$ cat src/rtl/esr_pkg.sv
package esr_pkg;
   localparam int unsigned ESR_W          = 8;
   localparam logic [7:0]  ESR_PULSE_BITS = 8'h3D;
   localparam int unsigned ESR_PON_BIT    = 7;

   function automatic bit esr_is_live(input logic [7:0] pulse_bits,
                                      input int unsigned pon_bit,
                                      input int unsigned b);
      return pulse_bits[b] || (b == pon_bit);
   endfunction
endpackage

$ cat src/rtl/esr_evt_cell.sv
module esr_evt_cell #(
   parameter bit LIVE = 1'b1
) (
   input  logic clk,
   input  logic rst_n,
   input  logic set_i,
   input  logic clr_i,
   output logic q_o
);
   generate
      if (LIVE) begin : g_live
         logic q;
         always_ff @(posedge clk or negedge rst_n) begin
            if (!rst_n)      q <= 1'b0;
            else if (set_i)  q <= 1'b1;
            else if (clr_i)  q <= 1'b0;
         end
         assign q_o = q;

         p_set_wins_r8: assert property (@(posedge clk) disable iff (!rst_n)
            set_i |=> q_o);
         p_sticky_r4: assert property (@(posedge clk) disable iff (!rst_n)
            (q_o && !clr_i) |=> q_o);
         p_clear_r6: assert property (@(posedge clk) disable iff (!rst_n)
            (clr_i && !set_i) |=> !q_o);
      end else begin : g_tied
         logic unused_tie;
         assign unused_tie = ^{clk, rst_n, set_i, clr_i};
         assign q_o = 1'b0;
      end
   endgenerate
endmodule

$ cat src/rtl/esr_mask_reg.sv
module esr_mask_reg #(
   parameter int unsigned W = 8
) (
   input  logic         clk,
   input  logic         rst_n,
   input  logic         we_i,
   input  logic [W-1:0] wdata_i,
   input  logic         pwr_up_i,
   input  logic         pon_clear_i,
   output logic [W-1:0] mask_o
);
   logic         wipe;
   logic [W-1:0] mask_q;

   assign wipe = pwr_up_i && pon_clear_i;

   always_ff @(posedge clk or negedge rst_n) begin
      if (!rst_n)     mask_q <= '0;
      else if (wipe)  mask_q <= '0;
      else if (we_i)  mask_q <= wdata_i;
   end
   assign mask_o = mask_q;

   p_mask_load_r10: assert property (@(posedge clk) disable iff (!rst_n)
      (we_i && !wipe) |=> (mask_o == $past(wdata_i)));
   p_pon_wipe_r11: assert property (@(posedge clk) disable iff (!rst_n)
      wipe |=> (mask_o == '0));
   p_pon_keep_r11: assert property (@(posedge clk) disable iff (!rst_n)
      (pwr_up_i && !pon_clear_i && !we_i) |=> $stable(mask_o));
endmodule

$ cat src/rtl/esr_summary.sv
module esr_summary #(
   parameter int unsigned W = 8
) (
   input  logic [W-1:0] ev_i,
   input  logic [W-1:0] mask_i,
   output logic         sum_o
);
   assign sum_o = |(ev_i & mask_i);
endmodule

$ cat src/rtl/esr_event_status.sv
module esr_event_status
   import esr_pkg::*;
#(
   parameter int unsigned W          = ESR_W,
   parameter logic [W-1:0] PULSE_BITS = W'(ESR_PULSE_BITS),
   parameter int unsigned PON_BIT    = ESR_PON_BIT
) (
   input  logic         clk,
   input  logic         rst_n,
   input  logic [W-1:0] evt_i,
   input  logic         pwr_up_i,
   input  logic         pon_clear_i,
   input  logic         clr_i,
   input  logic         rd_i,
   output logic [W-1:0] rd_data_o,
   input  logic         mask_we_i,
   input  logic [W-1:0] mask_wdata_i,
   output logic         summary_o
);
   localparam int unsigned LIVE_CNT = $countones(PULSE_BITS) + 1;

   generate
      if (PON_BIT >= W) begin : g_bad_pon
         $error("PON_BIT outside register width");
      end
      if (PULSE_BITS[PON_BIT]) begin : g_bad_overlap
         $error("PON_BIT must not also be a pulse position");
      end
      if (LIVE_CNT > W) begin : g_bad_cnt
         $error("too many live positions");
      end
   endgenerate

   logic [W-1:0] ev;
   logic [W-1:0] mask;
   logic         flush;

   assign flush = clr_i || rd_i;

   for (genvar b = 0; b < W; b++) begin : g_bit
      localparam bit LIVE = esr_is_live(8'(PULSE_BITS), PON_BIT, b);
      logic set_src;
      if (b == PON_BIT) begin : g_pon
         assign set_src = pwr_up_i;
      end else begin : g_evt
         assign set_src = evt_i[b];
      end
      esr_evt_cell #(.LIVE(LIVE)) u_cell (
         .clk   (clk),
         .rst_n (rst_n),
         .set_i (set_src),
         .clr_i (flush),
         .q_o   (ev[b])
      );
   end

   esr_mask_reg #(.W(W)) u_mask (
      .clk         (clk),
      .rst_n       (rst_n),
      .we_i        (mask_we_i),
      .wdata_i     (mask_wdata_i),
      .pwr_up_i    (pwr_up_i),
      .pon_clear_i (pon_clear_i),
      .mask_o      (mask)
   );

   esr_summary #(.W(W)) u_sum (
      .ev_i   (ev),
      .mask_i (mask),
      .sum_o  (summary_o)
   );

   assign rd_data_o = ev;

   p_summary_needs_event_r9: assert property (@(posedge clk) disable iff (!rst_n)
      summary_o |-> (rd_data_o != '0));
   p_pon_sets_r5: assert property (@(posedge clk) disable iff (!rst_n)
      pwr_up_i |=> rd_data_o[PON_BIT]);
   p_read_empties_r7: assert property (@(posedge clk) disable iff (!rst_n)
      (rd_i && !pwr_up_i && ((evt_i & PULSE_BITS) == '0)) |=> (rd_data_o == '0));
   p_dead_bits_r3: assert property (@(posedge clk) disable iff (!rst_n)
      ((rd_data_o & ~(PULSE_BITS | (W'(1) << PON_BIT))) == '0));
endmodule

$ cat config.mk
export PLATFORM = sky130hd
export DESIGN_NAME = esr_event_status
export DESIGN_NICKNAME = d
export VERILOG_FILES = /design/src/rtl/esr_pkg.sv /design/src/rtl/esr_evt_cell.sv /design/src/rtl/esr_mask_reg.sv /design/src/rtl/esr_summary.sv /design/src/rtl/esr_event_status.sv
export SDC_FILE = /design/constraint.sdc
export NUM_CORES = 1
export LEC_CHECK = 0
export ABC_CLOCK_PERIOD_IN_PS = 800
export BUFFER_PORTS_ARGS = -buffer_cell sky130_fd_sc_hd__buf_2
export CORE_MARGIN = 2
export CORE_UTILIZATION = 37
export DETAILED_ROUTE_END_ITERATION = 10
export PLACE_DENSITY = 0.72
export SLEW_MARGIN = 5
export SYNTH_ARGS = -nofsm -noshare
export SYNTH_HDL_FRONTEND = slang
export SYNTH_SLANG_ARGS = --single-unit
$ cat constraint.sdc
create_clock -name clk -period 0.8 [get_ports clk]
set_clock_uncertainty 0.1 [all_clocks]
set_input_delay 0.08 -clock clk [delete_from_list [all_inputs] [get_ports clk]]
set_output_delay 0.08 -clock clk [all_outputs]
set_load 0.005 [all_outputs]
==> impl_metrics.csv, run 1 <==
group,metric,value,unit
outcome,status,"complete, but fails checks",
outcome,violations,"negative hold slack, negative setup slack",
power,comb_power_share,0.204,
cts,clock-root-buffer,"clkbuf_4",
die,fp-row-count,13,
global_routing,grt_overflow,0,
power,p_per_area,1720,nW/um^2
sta,fmax,762,MHz
sta,fin_crit_sh,1.64,
place,io_buffers,24,
synth,synth_largest_area_cell,"dfrtp_1",
route,vias,445,
power,p_leak,0.458,nW
layout,final_core_util,0.637,
cts,ctsHtreeMaxLevel,1,
synth,synthTopCellsByArea,"dfrtp_1 (54%), mux2i_1 (11%), buf_4 (11%)",
die,core-area,1350,sq um
critical_path,crit_chain,"a22oi_2 -> nand3_1 -> buf_2",
power,cellInternalPower,1.12,mW
cts,cts-buffers-inserted,3,
global_routing,grt_usage,0.148,
critical_path,path_class,"reg2out",
global_routing,grt_pass1_wl,1910,um
cts,postCtsHoldBufs,7,
critical_path,slowest_delay,420,ps
route,firstDrtPassIters,3,
cts,clock_path_buffers,2,
global_routing,antenna_found_initial,0,
route,finalWirelength,1290,um
critical_path,worstSetupEndpointType,"primary output",
synth,ys_types,11,
sta,holdWs,-46.4,ps
power,p_switching,0.353,mW
route,avgViaCountPerCell,4.59,
sta,final-max-slew-violation-count,0,
cts,clk_pin_slew,70,ps
layout,fill_cells,106,
place,dp_worst_setup_slack,-160,ps
critical_path,path_max_fanout,2,
place,place.gp.congestion,0.703,
synth,synthCells,47,
critical_path,crit_required,620,ps
critical_path,start_kind,"register",
layout,fin_nets,106,
layout,n_antenna_cell,0,
cts,cts_tree,"yes",
synth,seq_area_frac_synth,0.542,
sta,tns,-3250,ps
cts,clk_latency,280,ps
run,drv_cap,0,
sta,hold_viol,6,
power,ir_drop,1.14,mV
place,dp_hpwl,788,um
power,pwr-share-clk,0.327,
die,io_pins,32,
sta,fin_crit,1310,ps
die,fp.dieW,42.7,um
die,die_area,1820,sq um
route,drt_iter0_drc,4,
power,p_seq_frac,0.469,
synth,avgSynthCellArea,11.8,sq um
layout,area.growth.synth_to_final,55.1,%
worst_hold_path,holdCritPathClass,"in2reg",
synth,yosysWarnings,0,
sta,setup_ws,-513,ps
route,drc,0,
synth,synth.top_cell.area_share,0.542,
cts,clock_sinks,12,
synth,ys_seq_elements,12,
global_routing,grt_max_degree,13,
sta,grt_setup_unrepaired,"yes",
critical_path,critPathSlowestCell,"dfrtp_1",
critical_path,cp.arrival,1130,ps
global_routing,grt_pass1_vias,423,
die,die_y,42.7,um
layout,drive_above_1_share,0.488,
die,initial_core_util,0.411,
route,antenna_left,0,
power,netSwitchingFraction,0.239,
route,wl_per_cell,13.3,um
synth,syn-cell-area,554,sq um
sta,finalSetupViolCount,15,
-- kinds of logic after synthesis --
kind of cell / after synthesis / share of synthesized area
other cells: 1 / 0.00677
mux: 6 / 0.108
flops: 12 / 0.542
compound gates: 9 / 0.122
simple gates: 9 / 0.0722
buf+inv: 10 / 0.149
-- worst paths after layout --
kind | depth (start not counted) | to | startpoint | slack, ps
max | 3 | summary_o | g_bit[3].u_cell.q_o | -510
min | 3 | u_mask.mask_o[7] | mask_wdata_i[7] | -50
max reg2reg | 3 | g_bit[7].u_cell.q_o | g_bit[7].u_cell.q_o | -210
min reg2reg | 2 | u_mask.mask_o[4] | u_mask.mask_o[4] | 430
max in group asynchronous | 2 | u_mask.mask_o[5] | rst_n | 290
min in group asynchronous | 2 | g_bit[7].u_cell.q_o | rst_n | 100
-- synth_stat cells (all sizes together) --
master	number
mux2i	6
a22oi	3
nand3	1
a21o	6
conb	1
and2	1
nor2	7
dfrtp	12
buf	10
-- critical path, delay by kind of cell, from the launching register on --
family                 cells  cell delay, ps
AND/OR/NAND/NOR            1             110
AO/OA/AOI/OAI              1             190
buffers and inverters      1             140
flip-flops                 1             420
-- cells in the final DEF, fill, tap and decap left out --
cell           netlist  layout
buf_2                0      19
nor2_2               1       1
dfrtp_1             12      12
nand3_1              1       1
and2_0               1       1
dlygate4sd3_1        0       7
clkbuf_4             0       3
a21o_1               6       6
mux2i_1              6       6
clkbuf_8             0       1
a22oi_2              0       2
a22oi_1              3       1
nor2_1               6       6
buf_4                8       1
buf_6                2      13
conb_1               1       2
-- through the flow --
stage,cell area [sq um],hold WS (ps),instances,power [mW]
after CTS,817,-51.7,95,1.46
after global routing,860,-44.7,97,1.55
final,860,-46.4,97,1.48
after global placement,659,-134,83,0.897
after floorplan,558,-316,48,0.819
after detailed placement,659,-126,83,0.903
-- area by class of cell --
class	count	area [sq um]	share of cell area
multi-input cells	26	185	0.215
clock buffers	4	36.3	0.0422
flip-flops and latches	12	300	0.349
repair buffers	40	319	0.371
well taps	15	18.8	0.0218
-- power groups by stage --
stage / registers, mW / clock network, mW / logic [mW]
6_report: 0.692 / 0.482 / 0.301
5_1_grt: 0.695 / 0.526 / 0.326
4_1_cts: 0.684 / 0.506 / 0.270
3_5_place_dp: 0.694 / 0 / 0.208
3_3_place_gp: 0.692 / 0 / 0.205
2_1_floorplan: 0.689 / 0 / 0.130
-- metal layers --
layer / share of wire / global-route usage
met1: 0.39 / 0.168
met2: 0.53 / 0.230
met3: 0.064 / 0.0723
met4: 0.012 / 0.0750
met5: 0 / 0
-- state kept, by name, indices dropped and copies added (netlist names) --
signal and cells:
g_bit.u_cell.q_o 6, u_mask.mask_o 6
-- timing repair --
| action | CTS | global route |
|---|---|---|
| pin swaps | 0 | 1 |
| setup buffers | 2 | 3 |
| resized for setup | 9 | 7 |
| setup endpoints to repair | 13 | 18 |
| endpoints found under the hold margin | 24 | 6 |
(Power assumes the default switching activity.)
==> run 2, diff against run 1 <==
--- a/config.mk
+++ b/config.mk
@@ -6,5 +6,4 @@
 export NUM_CORES = 1
 export LEC_CHECK = 0
-export ABC_CLOCK_PERIOD_IN_PS = 800
 export BUFFER_PORTS_ARGS = -buffer_cell sky130_fd_sc_hd__buf_2
 export CORE_MARGIN = 2
==> constraint.sdc (replaced) <==
create_clock -name clk -period 0.8 [get_ports clk]
set_clock_uncertainty 0.1 [all_clocks]
set_input_delay 0.08 -clock clk [delete_from_list [all_inputs] [get_ports clk]]
set_output_delay 0.08 -clock clk [all_outputs]
set_load 0.05 [all_outputs]
==> run 2 against run 1 <==
The run still ends with negative hold slack, negative setup slack left; worst setup slack got worse by 31 ps; final area unchanged; via count decreased by 5.2%; register-to-register slack improved by 110 ps; critical path type unchanged; critical endpoint unchanged; largest cell class unchanged.
==> impl_metrics.csv, run 2 (synthesized netlist as in run 1, its figures left out) <==
group,metric,value,unit
critical_path,crit_chain,"a22oi_2 -> nand3_4 -> buf_6",
route,finalWirelength,1190,um
cts,clk_latency,270,ps
critical_path,crit_required,620,ps
outcome,violations,"negative hold slack, negative setup slack",
power,p_leak,0.451,nW
layout,n_antenna_cell,0,
layout,fill_cells,117,
die,fp.dieW,42.7,um
layout,finalInstanceArea,860,sq um
die,fp-row-count,13,
sta,fmax,744,MHz
route,avgViaCountPerCell,4.59,
layout,final_cell_mix,"buf_2 (17), dfrtp_1 (12), buf_6 (7)",
layout,fin_nets,101,
global_routing,grt_max_degree,13,
cts,clock-root-buffer,"clkbuf_4",
sta,fin_crit_sh,1.68,
critical_path,cp.arrival,1160,ps
die,initial_core_util,0.411,
route,drt_iter0_drc,0,
critical_path,slowest_delay,400,ps
die,die_y,42.7,um
cts,ctsHtreeMaxLevel,1,
critical_path,crit_path_start,"u_mask.mask_o[0]",
critical_path,path_max_fanout,2,
global_routing,grt_pass1_vias,454,
layout,area.growth.synth_to_final,55.1,%
critical_path,worstSetupEndpointType,"primary output",
place,postPlaceCellArea,694,sq um
critical_path,worst_r2r_startpoint,"g_bit[7].u_cell.q_o",
global_routing,antenna_found_initial,0,
sta,holdWs,-111,ps
sta,hold_viol,9,
worst_hold_path,holdCritPathClass,"in2reg",
sta,final-max-slew-violation-count,0,
cts,clock_path_buffers,2,
sta,fin_crit,1340,ps
route,vias,422,
layout,fin_cells,92,
sta,grt_setup_unrepaired,"yes",
outcome,status,"complete, but fails checks",
route,firstDrtPassIters,1,
die,io_pins,32,
critical_path,start_kind,"register",
power,ir_drop,1.34,mV
route,drc,0,
sta,finalSetupViolCount,14,
route,wl_per_cell,12.9,um
cts,cts_tree,"yes",
die,die_area,1820,sq um
global_routing,grt_overflow,0,
die,core-area,1350,sq um
route,antenna_left,0,
global_routing,grt_pass1_wl,1930,um
worst_hold_path,hp-start,"evt_i[0]",
cts,cts-buffers-inserted,3,
cts,clk_pin_slew,80,ps
power,total_power,1.63,mW
global_routing,grt_usage,0.142,
cts,postCtsHoldBufs,4,
place,place_inst,84,
sta,tns,-3070,ps
run,drv_cap,0,
cts,clock_sinks,12,
critical_path,path_class,"reg2out",
place,place.gp.congestion,0.647,
power,p_per_area,1900,nW/um^2
place,io_buffers,24,
critical_path,critPathSlowestCell,"dfrtp_1",
place,dp_worst_setup_slack,-290,ps
sta,setup_ws,-544,ps
layout,layout_commonest_cell,"buf_2",
layout,final_core_util,0.637,
layout,drive_above_1_share,0.519,
run 2: changes by cell type in the layout (fill, tap and decap cells not counted), sizes merged:
cell	previous run	this run
buf	33	31
dlygate4sd3	7	4
run 2: path summary, 6_finish.rpt:
| kind | slack, ps | cells past startpoint | to |
|---|---|---|---|
| max in group asynchronous | 280 | 2 | g_bit[5].u_cell.q_o |
| min reg2reg | 460 | 2 | u_mask.mask_o[3] |
| max reg2reg | -100 | 2 | g_bit[7].u_cell.q_o |
| min in group asynchronous | 100 | 2 | u_mask.mask_o[7] |
| max | -540 | 3 | summary_o |
| min | -110 | 2 | g_bit[0].u_cell.q_o |
run 2: cell type report:
class / instances / area, sq um / area share
Multi-Input combinational cell: 26 / 203 / 0.236
Timing Repair Buffer: 35 / 302 / 0.351
Tap cell: 15 / 18.8 / 0.0218
Sequential cell: 12 / 300 / 0.349
Clock buffer: 4 / 36.3 / 0.0422
run 2: per-layer routing:
metal | track usage | part of all wire | vias to the layer above
li1 | - | - | 207
met1 | 0.156 | 0.38 | 196
met2 | 0.245 | 0.53 | 19
met3 | 0.0766 | 0.085 | 0
met4 | 0.0188 | 0 | 0
met5 | 0 | 0 | -
run 2: what timing repair did:
item | CTS | global route
buffers inserted | 2 | 1
hold endpoints to repair | 24 | 8
gates resized for setup | 24 | 3
pin swaps | 1 | 2
setup endpoints to repair | 14 | 18
run 2: where the power goes:
| group | leakage, nW | internal (mW) | switching (mW) |
|---|---|---|---|
| clock network | 0.0210 | 0.277 | 0.217 |
| logic | 0.287 | 0.212 | 0.233 |
| registers | 0.144 | 0.654 | 0.0404 |
| total | 0.451 | 1.14 | 0.491 |
run 2: critical path, delay by kind of cell (launching register included):
family | cells | cell delay [ps]
flip-flops | 1 | 400
AO/OA/AOI/OAI | 1 | 240
AND/OR/NAND/NOR | 1 | 90
buffers and inverters | 1 | 160
